**config.mk**
```make
export PLATFORM = sky130hd
export DESIGN_NAME = tbase_bank_ctl
export DESIGN_NICKNAME = d
export VERILOG_FILES = /design/src/rtl/tbase_pkg.sv /design/src/rtl/tbase_access_arb.sv /design/src/rtl/tbase_bank_store.sv /design/src/rtl/tbase_field_view.sv /design/src/rtl/tbase_bank_ctl.sv
export SDC_FILE = /design/constraint.sdc
export NUM_CORES = 1
export LEC_CHECK = 0
export BUFFER_PORTS_ARGS = -buffer_cell sky130_fd_sc_hd__buf_4
export CORE_MARGIN = 4
export CORE_UTILIZATION = 45
export DETAILED_ROUTE_END_ITERATION = 6
export PLACE_DENSITY_LB_ADDON = 0.2
export SETUP_SLACK_MARGIN = 0.1
export SKIP_LAST_GASP = 1
export SLEW_MARGIN = 10
export SYNTH_ARGS = -nofsm -noshare
export SYNTH_HDL_FRONTEND = slang
export SYNTH_HIERARCHICAL = 1
export SYNTH_SLANG_ARGS = --single-unit
```
**constraint.sdc**
```tcl
create_clock -name clk -period 1.66 [get_ports clk]
set_input_delay 0.083 -clock clk [delete_from_list [all_inputs] [get_ports clk]]
set_output_delay 0.083 -clock clk [all_outputs]
set_load 0.02 [all_outputs]
```
**src/rtl/tbase_pkg.sv**
```systemverilog
package tbase_pkg;

  typedef enum logic [1:0] {
    ST_OK    = 2'd0,
    ST_UNDEF = 2'd1,
    ST_TRAP  = 2'd2
  } status_e;

  localparam int SYN_W = 8;
  localparam logic [SYN_W-1:0] SYN_NARROW = 8'h03;
  localparam logic [SYN_W-1:0] SYN_WIDE   = 8'h04;

  // bank index: 0 secure, 1 non-secure (also the common copy)
  localparam logic BANK_SEC = 1'b0;
  localparam logic BANK_NS  = 1'b1;

  // field positions that downstream users decode
  localparam int SB_LO    = 14;
  localparam int SB_HI    = 31;
  localparam int LB_LO    = 1;
  localparam int LB_HI    = 47;
  localparam int FLT_LO   = 40;
  localparam int ASID_LSB = 48;
  localparam int BIT_IRH  = 0;
  localparam int BIT_IRL  = 6;
  localparam int BIT_NOS  = 5;
  localparam int BIT_ORH  = 4;
  localparam int BIT_ORL  = 3;
  localparam int BIT_IMP  = 2;
  localparam int BIT_SH   = 1;
  localparam int BIT_CNP  = 0;

  typedef struct packed {
    status_e          status;
    logic [SYN_W-1:0] syndrome;
    logic             bank;
    logic             commit;
  } verdict_t;

endpackage

```
**src/rtl/tbase_access_arb.sv**
```systemverilog
module tbase_access_arb
  import tbase_pkg::*;
(
  input  logic       req_write,
  input  logic       req_wide,
  input  logic [1:0] req_el,
  input  logic       req_ns,
  input  logic       el2_en,
  input  logic       trap_reg,
  input  logic       trap_rd,
  input  logic       trap_wr,
  input  logic       sec_wr_dis,
  output verdict_t   verdict
);

  logic dir_trap;

  always_comb begin
    dir_trap = req_write ? trap_wr : trap_rd;
    verdict          = '0;
    verdict.status   = ST_OK;
    verdict.bank     = BANK_NS;
    unique case (req_el)
      2'd0: verdict.status = ST_UNDEF;
      2'd1: begin
        // fixed order: register trap first, then the direction trap
        if (el2_en && trap_reg)      verdict.status = ST_TRAP;
        else if (el2_en && dir_trap) verdict.status = ST_TRAP;
      end
      2'd2: verdict.status = ST_OK;
      default: begin
        verdict.bank = req_ns ? BANK_NS : BANK_SEC;
        if (req_write && !req_ns && sec_wr_dis) verdict.status = ST_UNDEF;
      end
    endcase
    if (verdict.status == ST_TRAP)
      verdict.syndrome = req_wide ? SYN_WIDE : SYN_NARROW;
    verdict.commit = req_write && (verdict.status == ST_OK);
  end

endmodule

```
**src/rtl/tbase_bank_store.sv**
```systemverilog
module tbase_bank_store #(
  parameter int REG_W  = 64,
  parameter int WORD_W = 32,
  parameter int NBANKS = 2
) (
  input  logic                          clk,
  input  logic                          rst_n,
  input  logic                          wr_en,
  input  logic [$clog2(NBANKS)-1:0]     wr_bank,
  input  logic                          wr_wide,
  input  logic [WORD_W-1:0]             wr_lo,
  input  logic [REG_W-WORD_W-1:0]       wr_hi,
  output logic [NBANKS-1:0][REG_W-1:0]  bank_q
);

  localparam int BIDX_W = $clog2(NBANKS);

  for (genvar g = 0; g < NBANKS; g++) begin : g_bank
    logic hit;
    assign hit = wr_en && (wr_bank == BIDX_W'(g));
    always_ff @(posedge clk or negedge rst_n) begin
      if (!rst_n) begin
        bank_q[g] <= '0;
      end else if (hit) begin
        bank_q[g][WORD_W-1:0] <= wr_lo;
        if (wr_wide) bank_q[g][REG_W-1:WORD_W] <= wr_hi;
      end
    end
  end

endmodule

```
**src/rtl/tbase_field_view.sv**
```systemverilog
module tbase_field_view
  import tbase_pkg::*;
#(
  parameter int VIEW_W = 56,
  parameter int PA_W   = 48,
  parameter int ASID_W = 8
) (
  input  logic [VIEW_W-1:0] raw,
  input  logic              fmt_long,
  output logic [PA_W-1:0]   base,
  output logic [ASID_W-1:0] asid,
  output logic [1:0]        inner,
  output logic [1:0]        outer,
  output logic [1:0]        share,
  output logic              impdef,
  output logic              cnp,
  output logic              size_fault
);

  always_comb begin
    base       = '0;
    asid       = '0;
    inner      = '0;
    outer      = '0;
    share      = 2'b00;
    impdef     = 1'b0;
    cnp        = 1'b0;
    size_fault = 1'b0;
    if (fmt_long) begin
      base[LB_HI:LB_LO] = raw[LB_HI:LB_LO];
      asid              = raw[ASID_LSB +: ASID_W];
      cnp               = raw[BIT_CNP];
      size_fault        = |raw[LB_HI:FLT_LO];
    end else begin
      base[SB_HI:SB_LO] = raw[SB_HI:SB_LO];
      inner             = {raw[BIT_IRH], raw[BIT_IRL]};
      outer             = {raw[BIT_ORH], raw[BIT_ORL]};
      impdef            = raw[BIT_IMP];
      if (raw[BIT_SH]) share = raw[BIT_NOS] ? 2'b11 : 2'b10;
    end
  end

endmodule

```
**src/rtl/tbase_bank_ctl.sv**
```systemverilog
module tbase_bank_ctl
  import tbase_pkg::*;
#(
  parameter int REG_W  = 64,
  parameter int WORD_W = 32,
  parameter int PA_W   = 48,
  parameter int ASID_W = 8,
  parameter int NBANKS = 2
) (
  input  logic                    clk,
  input  logic                    rst_n,
  input  logic                    req_valid,
  output logic                    req_ready,
  input  logic                    req_write,
  input  logic                    req_wide,
  input  logic [1:0]              req_el,
  input  logic                    req_ns,
  input  logic [WORD_W-1:0]       req_wlo,
  input  logic [REG_W-WORD_W-1:0] req_whi,
  input  logic                    el2_en,
  input  logic                    trap_reg,
  input  logic                    trap_rd,
  input  logic                    trap_wr,
  input  logic                    sec_wr_dis,
  input  logic                    fmt_long,
  input  logic                    dec_bank_ns,
  output logic                    rsp_valid,
  output logic [1:0]              rsp_status,
  output logic [SYN_W-1:0]        rsp_syndrome,
  output logic [REG_W-1:0]        rsp_rdata,
  output logic [PA_W-1:0]         dec_base,
  output logic [ASID_W-1:0]       dec_asid,
  output logic [1:0]              dec_inner,
  output logic [1:0]              dec_outer,
  output logic [1:0]              dec_share,
  output logic                    dec_impdef,
  output logic                    dec_cnp,
  output logic                    dec_size_fault
);

  localparam int VIEW_W = ASID_LSB + ASID_W;

  verdict_t                   verdict;
  logic [NBANKS-1:0][REG_W-1:0] bank_q;
  logic [REG_W-1:0]           sel_raw;
  logic [REG_W-1:0]           rd_shaped;
  logic [REG_W-1:0]           view_raw;

  assign req_ready = 1'b1;

  tbase_access_arb u_arb (
    .req_write  (req_write),
    .req_wide   (req_wide),
    .req_el     (req_el),
    .req_ns     (req_ns),
    .el2_en     (el2_en),
    .trap_reg   (trap_reg),
    .trap_rd    (trap_rd),
    .trap_wr    (trap_wr),
    .sec_wr_dis (sec_wr_dis),
    .verdict    (verdict)
  );

  tbase_bank_store #(
    .REG_W  (REG_W),
    .WORD_W (WORD_W),
    .NBANKS (NBANKS)
  ) u_store (
    .clk     (clk),
    .rst_n   (rst_n),
    .wr_en   (req_valid && verdict.commit),
    .wr_bank (verdict.bank),
    .wr_wide (req_wide),
    .wr_lo   (req_wlo),
    .wr_hi   (req_whi),
    .bank_q  (bank_q)
  );

  // read shaping: upper word only in long format, reserved top byte zero
  assign sel_raw = bank_q[verdict.bank];
  always_comb begin
    rd_shaped = '0;
    rd_shaped[WORD_W-1:0] = sel_raw[WORD_W-1:0];
    if (req_wide && fmt_long)
      rd_shaped[VIEW_W-1:WORD_W] = sel_raw[VIEW_W-1:WORD_W];
  end

  always_ff @(posedge clk or negedge rst_n) begin
    if (!rst_n) begin
      rsp_valid    <= 1'b0;
      rsp_status   <= ST_OK;
      rsp_syndrome <= '0;
      rsp_rdata    <= '0;
    end else begin
      rsp_valid <= req_valid;
      if (req_valid) begin
        rsp_status   <= verdict.status;
        rsp_syndrome <= verdict.syndrome;
        rsp_rdata    <= (!req_write && verdict.status == ST_OK) ? rd_shaped : '0;
      end else begin
        rsp_status   <= ST_OK;
        rsp_syndrome <= '0;
        rsp_rdata    <= '0;
      end
    end
  end

  assign view_raw = bank_q[dec_bank_ns];

  tbase_field_view #(
    .VIEW_W (VIEW_W),
    .PA_W   (PA_W),
    .ASID_W (ASID_W)
  ) u_view (
    .raw        (view_raw[VIEW_W-1:0]),
    .fmt_long   (fmt_long),
    .base       (dec_base),
    .asid       (dec_asid),
    .inner      (dec_inner),
    .outer      (dec_outer),
    .share      (dec_share),
    .impdef     (dec_impdef),
    .cnp        (dec_cnp),
    .size_fault (dec_size_fault)
  );

endmodule

```
==> flow_metrics.env <==
export IMPL_grt_max_degree=48
export IMPL_vias=5540
export IMPL_max_cap_viol_count=0
export IMPL_combPwrFrac_pct=25.1
export IMPL_syn_to_final_growth_pct=37.3
export IMPL_required_ns=1.58
export IMPL_hp_class="input pin to flip-flop"
export IMPL_cts_root_buf="clkbuf_16"
export IMPL_start_util_pct=45.8
export IMPL_finalSetupViolCount=1
export IMPL_gp_congestion=0.808
export IMPL_path_delay_family="flip-flops"
export IMPL_final_common_cell="buf_4"
export IMPL_cts_buffers=17
export IMPL_worst_path_max_delay_cell="dfrtp_1"
export IMPL_p_leak_nw=5.75
export IMPL_antenna_found_initial=0
export IMPL_holdWs_ns=0.0613
export IMPL_internal_power_w=0.00913
export IMPL_rows=49
export IMPL_cts_sinks=179
export IMPL_failed_checks="setup timing"
export IMPL_cp_max_fo=3
export IMPL_die_area_sq_um=20500
export IMPL_setup_ws_ns=-0.0583
export IMPL_cp_cell_sequence="mux2_4 -> nor4_4 -> a21boi_1 -> buf_4"
export IMPL_critPathKind="flip-flop to output port"
export IMPL_design_core_area_sq_um=18000
export IMPL_wl_per_cell_um=17.9
export IMPL_clkLatencyLatePin_ns=0.42
export IMPL_drt_initial_drc_count=153
export IMPL_run_status="finished, violations left"
export IMPL_final_cell_mix="buf_4 (228), dfrtp_1 (179), mux2_2 (160)"
export IMPL_die_h_um=143
export IMPL_grt_pass1_vias=5956
export IMPL_cts_tree="yes"
export IMPL_die_w_um=143
export IMPL_grt_overflow=0
export IMPL_worstPathArrival_ns=1.64
export IMPL_worstSetupEndpointType="output port"
export IMPL_power_frac_clock_pct=31.0
export IMPL_skew_ns=0.00853
export IMPL_maxSlewViolCount=0
export IMPL_grt_use_total_pct=19.4
export IMPL_finalCriticalPeriod_ns=1.72
export IMPL_start_kind="flip-flop"
export IMPL_avgSynthCellArea_sq_um=13.4
export IMPL_wl_mm=19.9
export IMPL_clk_pin_slew_worst_paths_ns=0.07
export IMPL_grt_pass1_wl_mm=31.0
export IMPL_n_antenna_cell=0
export IMPL_max_stage_delay_ns=0.40
export IMPL_syn_area_sq_um=8230
export IMPL_p_sw_w=0.00347
export IMPL_min_period_over_period_pct=104
export IMPL_finalHoldViolCount=0
export IMPL_h_tree_depth=4
export IMPL_drive_above_1_share_pct=51.6
export IMPL_powerDensity_nw_per_um2=1120
export IMPL_cts_max_path_buffers=2
export IMPL_dpl_instance_area_sq_um=10000
export IMPL_nNetsFinal=953
export IMPL_viasPerCell=4.97
export IMPL_final_cell_area_sq_um=11300
export IMPL_first_pass_iters=4
export IMPL_syn_inst=615
export IMPL_critPathBufInv=1
export IMPL_p_seq_share_pct=43.9
export IMPL_portBuffers=201
export IMPL_fmaxAchievable_mhz=582
export IMPL_ant_nets=0
export IMPL_hpwlAfterDp_mm=13.9
export IMPL_yosysWarnings=6
export IMPL_peakVddDrop_mv=0.727
export IMPL_p_sw_share_pct=27.5
export IMPL_io_pins=220
export IMPL_post_route_drc_count=0
export IMPL_pre_cts_ws_ns=-0.141
export IMPL_rsz0062_at_grt="yes"
-- final timing paths --
kind / from / endpoint / slack (ns) / cells after the start
setup / recovery: u_store/bank_q[41] / dec_size_fault / -0.06 / 4
hold / removal: req_el[0] / rsp_status[0] / 0.06 / 3
setup reg to reg: u_store/bank_q[107] / u_store/bank_q[107] / 0.76 / 2
hold reg to reg: u_store/bank_q[6] / u_store/bank_q[6] / 0.52 / 1
max in group asynchronous: rst_n / u_store/bank_q[15] / 0.86 / 3
min in group asynchronous: rst_n / u_store/bank_q[21] / 0.19 / 2
-- state kept, by name (all words and copies together), names as in the netlist --
signal and count:
rsp_rdata 56, rsp_valid 1, u_store/bank_q 112, rsp_status 2, rsp_syndrome 8
-- routing by layer --
| metal | up-vias | global-route usage (%) | wire length [um] | share of wire (%) |
|---|---|---|---|---|
| met1 | 2781 | 24.5 | 8450 | 42 |
| met5 | - | 0 | 0 | 0 |
| li1 | 2585 | - | - | - |
| met2 | 146 | 32.9 | 9900 | 50 |
| met3 | 28 | 4.35 | 1110 | 5.6 |
| met4 | 0 | 7.28 | 422 | 2.1 |
-- final cells by class --
| type | count | area [sq um] |
|---|---|---|
| clock buffer | 21 | 470 |
| fill | 1375 | 6670 |
| multi-input combinational | 373 | 3380 |
| clock inverter | 9 | 106 |
| inverter | 2 | 7.51 |
| tap | 229 | 287 |
| sequential | 179 | 4480 |
| timing repair buffer | 301 | 2560 |
-- metrics by stage --
step	TNS, ns	total power, W	cells	util [%]
after CTS	-0.103	0.0127	1110	62.5
after global routing	-0.128	0.0132	1114	62.9
after floorplan	0	0.00749	626	-
after detailed placement	-8.24	0.00854	1019	55.7
final	-0.0583	0.0126	1114	62.9
after global placement	-5.06	0.00840	1019	55.7
-- worst reg2reg max path, stage by stage (launching register included) --
cell     delay, ns
dfrtp_1       0.38
buf_4         0.14
mux2_2        0.27
-- power groups by stage --
| stage | combinational [W] | clock, W | sequential (W) |
|---|---|---|---|
| floorplan | 0.00193 | 0 | 0.00556 |
| global placement | 0.00286 | 0 | 0.00554 |
| detailed placement | 0.00293 | 0 | 0.00561 |
| CTS | 0.00311 | 0.00402 | 0.00553 |
| global route | 0.00341 | 0.00420 | 0.00562 |
| finish | 0.00316 | 0.00391 | 0.00553 |
-- timing repair --
action	CTS	global route
hold buffers	59	0
hold endpoints to repair	184	0
pin swaps	2	3
resized for setup	8	7
setup endpoints to repair	2	17
setup buffers	2	4
(Power assumes the default switching activity.)
